--- config.mk ---
export PLATFORM = sky130hd
export DESIGN_NAME = mul8_multimode
export DESIGN_NICKNAME = d
export VERILOG_FILES = /design/src/rtl/mul8_pkg.sv /design/src/rtl/mul8_opnd_ext.sv /design/src/rtl/mul8_core.sv /design/src/rtl/mul8_multimode.sv
export SDC_FILE = /design/constraint.sdc
export NUM_CORES = 1
export LEC_CHECK = 0
export BUFFER_PORTS_ARGS = -buffer_cell sky130_fd_sc_hd__buf_2
export CORE_ASPECT_RATIO = 0.6
export CORE_MARGIN = 3
export CORE_UTILIZATION = 40
export CTS_CLUSTER_SIZE = 25
export DETAILED_ROUTE_END_ITERATION = 8
export SYNTH_ARGS = -nofsm -noshare
export SYNTH_HDL_FRONTEND = slang
export SYNTH_SLANG_ARGS = --single-unit
--- constraint.sdc ---
create_clock -name clk -period 7.6 [get_ports clk]
set_input_delay 1.52 -clock clk [delete_from_list [all_inputs] [get_ports clk]]
set_output_delay 1.52 -clock clk [all_outputs]
set_load 0.1 [all_outputs]
--- src/rtl/mul8_pkg.sv ---
package mul8_pkg;

  // Decoded view of the 3-bit mode code
  typedef struct packed {
    logic a_sgn;  // first operand read as two's complement
    logic b_sgn;  // second operand read as two's complement
    logic frac;   // left-align the product by one bit
  } mode_dec_t;

  // Codes 3 and 7 fall back to unsigned
  function automatic mode_dec_t decode_mode(input logic [2:0] code);
    mode_dec_t d;
    d.a_sgn = code[0] ^ code[1];
    d.b_sgn = code[0] & ~code[1];
    d.frac  = code[2];
    return d;
  endfunction

endpackage

--- src/rtl/mul8_opnd_ext.sv ---
module mul8_opnd_ext #(
  parameter int W = 8
) (
  input  logic [W-1:0]   val,
  input  logic           sgn,
  output logic signed [W:0] ext
);
  // One extra bit makes every reading a signed value of width W+1
  assign ext = $signed({sgn & val[W-1], val});
endmodule

--- src/rtl/mul8_core.sv ---
module mul8_core #(
  parameter int W = 8
) (
  input  logic              clk,
  input  logic              rst_n,
  input  logic              in_vld,
  input  logic signed [W:0] ea,
  input  logic signed [W:0] eb,
  input  logic              frac,
  output logic              done,
  output logic [2*W-1:0]    product,
  output logic              carry,
  output logic              zero
);
  localparam int PW = 2 * W;
  localparam int FW = 2 * W + 2;

  logic signed [FW-1:0] full;
  logic [PW-1:0]        raw;
  logic [PW-1:0]        res;

  assign full = ea * eb;
  assign raw  = full[PW-1:0];
  assign res  = frac ? {raw[PW-2:0], 1'b0} : raw;

  always_ff @(posedge clk) begin
    if (!rst_n) begin
      done    <= 1'b0;
      product <= '0;
      carry   <= 1'b0;
      zero    <= 1'b0;
    end else begin
      done <= in_vld;
      if (in_vld) begin
        product <= res;
        carry   <= raw[PW-1];
        zero    <= (res == '0);
      end
    end
  end

  // operands of W+1 bits never overflow the two top sign bits
  p_sign_range_r6: assert property (@(posedge clk) disable iff (!rst_n)
    in_vld |-> (full[FW-1] == full[FW-2]));

  // zero flag agrees with the registered product
  p_zero_flag_r7: assert property (@(posedge clk) disable iff (!rst_n)
    done |-> (zero == (product == '0)));

  // outputs hold between completions
  p_hold_r10: assert property (@(posedge clk) disable iff (!rst_n)
    !done |-> ($stable(product) && $stable(carry) && $stable(zero)));

  // fractional results always have bit 0 clear
  p_frac_lsb_r4: assert property (@(posedge clk) disable iff (!rst_n)
    (in_vld && frac) |=> !product[0]);

endmodule

--- src/rtl/mul8_multimode.sv ---
module mul8_multimode #(
  parameter int W = 8
) (
  input  logic           clk,
  input  logic           rst_n,
  input  logic           start,
  input  logic [2:0]     mode,
  input  logic [W-1:0]   opa,
  input  logic [W-1:0]   opb,
  output logic [2*W-1:0] product,
  output logic           done,
  output logic           carry,
  output logic           zero
);
  import mul8_pkg::*;

  mode_dec_t         dec;
  logic              accept;
  logic signed [W:0] ea_d, eb_d;
  logic signed [W:0] ea_q, eb_q;
  logic              frac_q;
  logic              s1_vld;

  assign dec    = decode_mode(mode);
  assign accept = start & ~s1_vld;

  mul8_opnd_ext #(.W(W)) i_ext_a (.val(opa), .sgn(dec.a_sgn), .ext(ea_d));
  mul8_opnd_ext #(.W(W)) i_ext_b (.val(opb), .sgn(dec.b_sgn), .ext(eb_d));

  // Stage 1: capture extended operands
  always_ff @(posedge clk) begin
    if (!rst_n) begin
      s1_vld <= 1'b0;
      ea_q   <= '0;
      eb_q   <= '0;
      frac_q <= 1'b0;
    end else begin
      s1_vld <= accept;
      if (accept) begin
        ea_q   <= ea_d;
        eb_q   <= eb_d;
        frac_q <= dec.frac;
      end
    end
  end

  // Stage 2: multiply, align, flags
  mul8_core #(.W(W)) i_core (
    .clk    (clk),
    .rst_n  (rst_n),
    .in_vld (s1_vld),
    .ea     (ea_q),
    .eb     (eb_q),
    .frac   (frac_q),
    .done   (done),
    .product(product),
    .carry  (carry),
    .zero   (zero)
  );

  // accepted start yields done two edges later
  p_done_latency_r8: assert property (@(posedge clk) disable iff (!rst_n)
    (start && !s1_vld) |=> ##1 done);

  // done is a single-cycle pulse
  p_done_pulse_r8: assert property (@(posedge clk) disable iff (!rst_n)
    done |=> !done);

  // a start while busy does not open a new operation
  p_busy_ignore_r9: assert property (@(posedge clk) disable iff (!rst_n)
    s1_vld |=> !s1_vld);

endmodule

Word level (Yosys, flattened, before mapping)
Index checks and enable logic that the tools add are counted.

word-level totals
  word-level logic and storage cells = 18
  bits in registers = 39
  bits of input ports = 22

operators by class
  $mul = 1
  bitwise logic cells = 7
  reduce and logical (&&, ||, !) cells = 1
  muxes and demuxes = 1

operators by type and width
  operator                    count
  logical NOT 16 bit          1
  multiplier 9 x 9 -> 16 bit  1
  two-way mux 16 bit          1
  AND 1 bit                   4
  inverter 1 bit              2
  XOR 1 bit                   1

Longest topological paths before layout
  depth after elaboration = 3
  mapped depth = 18

Modules after synthesis
From an unflattened synthesis, not the netlist that was laid out.

unflattened totals
  cell total of the unflattened synthesis = 512
  area, all modules = 4,521.8 um2

modules (own cells, without submodules)
  module          cells each  times used  area each (um2)
  mul8_core       406         1           3,573.4
  mul8_multimode  88          1           815.8
  mul8_opnd_ext   9           2           66.3

Least setup slack after synthesis
OpenSTA, ideal clock, no wires.

  kind = reg-to-reg
  from = reg ea_q[5]
  to = reg i_core.product[13]
  path buffers = 1
  cell stages (with the launch flop) = 16
  data arrival time = 4.684 ns
  path slack = 2.784 ns
  setup time = 0.132 ns
  cells stage by stage = dfxtp_1 clkbuf_1 nand2_1 fa_1 fa_1 inv_1 fa_1 fa_1 fa_1 ha_1 a21o_1 a2111o_1 mux2i_1 o21a_1 a211o_1 a21oi_1

between the ends
  longest elaborated chain between the ends = 2

RTL lines
  item                        line                  RTL
  start, declared             mul8_multimode.sv:20  logic signed [W:0] ea_q, eb_q;
  start signal, assigned      mul8_multimode.sv:34  ea_q <= '0;
  start signal, assigned      mul8_multimode.sv:40  ea_q <= ea_d;
  multiplier 9 x 9 -> 16 bit  mul8_core.sv:22       assign full = ea * eb;
  two-way mux 16 bit          mul8_core.sv:24       assign res = frac ? {raw[PW-2:0], 1'b0} : raw;
  end signal, assigned        mul8_core.sv:35       product <= res;
  end, declared               mul8_core.sv:11       output logic [2*W-1:0] product,

Every way passes these cells.
A chain may end at the register's enable or synchronous reset.

Final worst setup path
  from = reg eb_q[3]
  to = reg i_core.product[13]

between the ends
  longest elaborated chain between the ends = 2

RTL lines
  item                        line                  RTL
  start, declared             mul8_multimode.sv:20
  start signal, assigned      mul8_multimode.sv:35  eb_q <= '0;
  start signal, assigned      mul8_multimode.sv:41  eb_q <= eb_d;
  multiplier 9 x 9 -> 16 bit  mul8_core.sv:22
  two-way mux 16 bit          mul8_core.sv:24

Every way passes these cells.

==> results.md <==
- Layout cell share with drive strength beyond 1: 0.1004
- Hold Path Depth: 2
- Core ar.: 0.01026 sq mm
- Crit path kind: reg -> reg
- Post-synthesis sequential area ratio: 0.1777
- Net Count, Synth: 630
- Final ANT Viol Nets: 0
- I/O Buffers: 40
- GR Overflow Total: 0
- # hold bufs at CTS: 0
- Dpl cell area: 0.004641 sq mm
- Shortest period the worst path allows: 5.222 ns
- Proportion of synthesized area in mux cells: 0.02278
- Largest family of logic cells by synthesized area: adder cells
- # resized after CTS: 0
- Top-area cell type share of the netlist area: 0.2870
- Max Clock Skew: 0.005207 ns
- Worst Reg2Reg Path Length in Cells: 14
- PwrDens: 135.9 mW/mm^2
- Critical Path AT: 5.34 ns
- FMAX: 0.1915 GHz
- Post-route setup TNS: 0 ns
- Post-Route Utilization: 0.4688
- Hold_ws: 0.4585 ns
- Fill cells: 1047
- Status: finished clean
- Cells after Synth: 511
- Final setup vio count: 0
- Period Utilization, post-route: 0.6871
- R2R Setup Slk: 2.38 ns
- Hold WC Path Type: reg -> reg
- Boundary Pins: 41
- Hold path start: i_core.product[8]
- Flops & latches, synth: 39
- DIE HEIGHT: 87.19 um
- Rows: 28
- Initial drt markers: 257
- Synthesis-to-layout area growth: 9.510%
- Wire length per cell: 16.44 um
- Largest area contributor in the netlist: fa_1
- Static Leak: 2.427 nW
- Cell variety after synth: 47
- RR Endpoint: i_core.product[13]
- GP Congestion: 0.8755
- Drc violations: 0
- Post-synthesis simple-gate area fraction: 0.1788
- Ant. Diodes: 0
- Final Instance Area: 0.004812 sq mm
- Met3 track demand over resource: 0.03291
- Maximum vdd ir drop: 0.1067 mV
- Post-synthesis xor/xnor area fraction: 0.03360
- Cell area after synthesis: 0.004394 sq mm
- RSZ-0062 raised after global routing: no
- Fin. Hold Viols: 0
- Hpwl dp: 8970 um
- CTS Sinks: 39
- Vias in the first global route: 3529
- TritonCTS clock tree: done
- Final Max Slew Viols: 0
- GR peak layer: met1
- Drt first pass iters: 5
- Syn Area/Cell: 8.599 sq um
- Largest net degree at the start of global routing: 34
- Maxcap violations: 0
- Vias/cell: 5.220
- GRT Util Overall: 0.1893
- CP max FO: 10
- Reg-to-reg startpoint: eb_q[3]
- Post-synthesis compound-gate area fraction: 0.1096
- Fin nets: 646
- Initial Utilization: 0.4281
- Required @ worst endpoint: 7.72 ns
- Initial antenna violation count: 0
- First-pass GRT wire length: 18630 um
- Grt met2 use: 0.2454
- Area share of fa/ha/maj cells after synthesis: 0.3838
- Die Wd: 141.3 um
- Yosys warns: 0
- H-tree depth: 2
- Clk pin slew, worst setup/hold paths: 0.06 ns
- Met1 Use GR: 0.3241
- Clock Path Buffers: 2
- TritonCTS buffer count: 5
- Setup crit start kind: flip-flop
- Total power: 0.0006538 W
- Slew @ Worst Pin: 1.076 ns
- Setup crit end kind: flip-flop
- Post-CTS setup repair buffer count: 0
- Die footprint: 0.01232 sq mm
- Routed vias: 3461
- Clock Tree Root: clkbuf_16
- Top cells by area, synth: fa_1 29%, dfxtp_1 18%, ha_1 9.7%, nand2_1 7.9%, inv_1 6.6%
- Hold Path End: i_core.product[8]
- Worst-Skew Late Latency: 0.28 ns
- Drt total wl: 10900 um
- Max_slew headroom: 0.2822
[state kept, by name (all words and copies together) (netlist names)]
name and flops:
i_core.product 16, i_core.done 1, eb_q 9, frac_q 1, i_core.carry 1, ea_q 9
i_core.zero 1, s1_vld 1
[logic make-up (layout without fill, tap and decap cells)]
family                   Yosys count  in the layout
adder cells (fa/ha/maj)           97             97
buffers and inverters            108            125
AO/OA/AOI/OAI                     71             71
XOR/XNOR                          16             16
multiplexers                      10             10
AND/OR/NAND/NOR                  170            170
flip-flops                        39             39
[per-layer routing]
layer  up-vias  routed length [um]
li1       1642                   -
met1      1677                6014
met2       138                3907
met3         4                 935
met4         0                  40
met5         -                   0
[worst max-delay path, cell delays in order (launching register included)]
cell      delay [ns]
dfxtp_1         0.57
nand2_1         0.16
fa_1            0.54
fa_1            0.56
inv_1           0.06
fa_1            0.50
fa_1            0.57
fa_1            0.43
ha_1            0.40
a21o_1          0.24
a2111o_1        0.41
mux2i_1         0.26
o21a_1          0.18
a211o_1         0.10
a21oi_1         0.06
[worst max-delay path by stage]
stage | startpoint | slack (ns) | endpoint | cells after the start
2_1_floorplan | ea_q[5] | 2.78 | i_core.product[13] | 15
3_5_place_dp | eb_q[3] | 2.43 | i_core.zero | 13
4_1_cts | eb_q[3] | 2.39 | i_core.product[13] | 14
5_1_grt | eb_q[3] | 2.08 | i_core.product[13] | 14
3_3_place_gp | ea_q[5] | 2.52 | i_core.product[13] | 14
6_report | eb_q[3] | 2.38 | i_core.product[13] | 14
[cell usage in the layout, fill, tap and decap left out, types with 7 or more instances in the layout]
cell and n:
a211oi_1 9, a21oi_1 28, and2_1 30, buf_2 40
dfxtp_1 39, fa_1 63, ha_1 34, inv_1 77
mux2i_1 10, nand2_1 92, nor2_1 20, nor2b_1 7
xnor2_1 11
[synthesized netlist by cell type (all sizes together)]
cell	number
nand2	92
inv	77
fa	63
dfxtp	39
ha	34
and2	30
a21oi	28
clkbuf	23
nor2	20
xnor2	12
mux2i	10
a211oi	9
buf	8
nor2b	8
o21ai	6
o211ai	5
nand3	4
nor3	4
o21a	4
xor2	4
a21o	3
nand3b	2
nand4	2
nor4	2
o2111ai	2
o221ai	2
o31ai	2
or2b	2
a2111o	1
a2111oi	1
a211o	1
a21boi	1
a221o	1
a311oi	1
a31oi	1
a41oi	1
and3	1
nand2b	1
o211a	1
o221a	1
or2	1
or3	1
[per-stage QoR]
step                setup slack (ns)  instances
detailed placement             2.427        655
floorplan                      2.784        511
CTS                            2.392        663
global route                   2.077        663
finish                         2.378        663
global placement               2.522        655
[cell type report]
type / count / area (sq um) / area share
clock inverter: 3 / 46.29 / 0.009620
sequential: 39 / 780.7 / 0.1622
timing repair buffer: 40 / 200.2 / 0.04160
inverter: 77 / 289.0 / 0.06006
tap: 135 / 168.9 / 0.03510
multi-input combinational: 364 / 3202 / 0.6654
clock buffer: 5 / 125.1 / 0.02600
[where the power goes]
part           total (W)  switching [W]  internal, W
Sequential      0.000241      0.0000246     0.000216
Clock           0.000246      0.0000899     0.000156
Combinational   0.000167       0.000114    0.0000534
(Power assumes the default switching activity.)
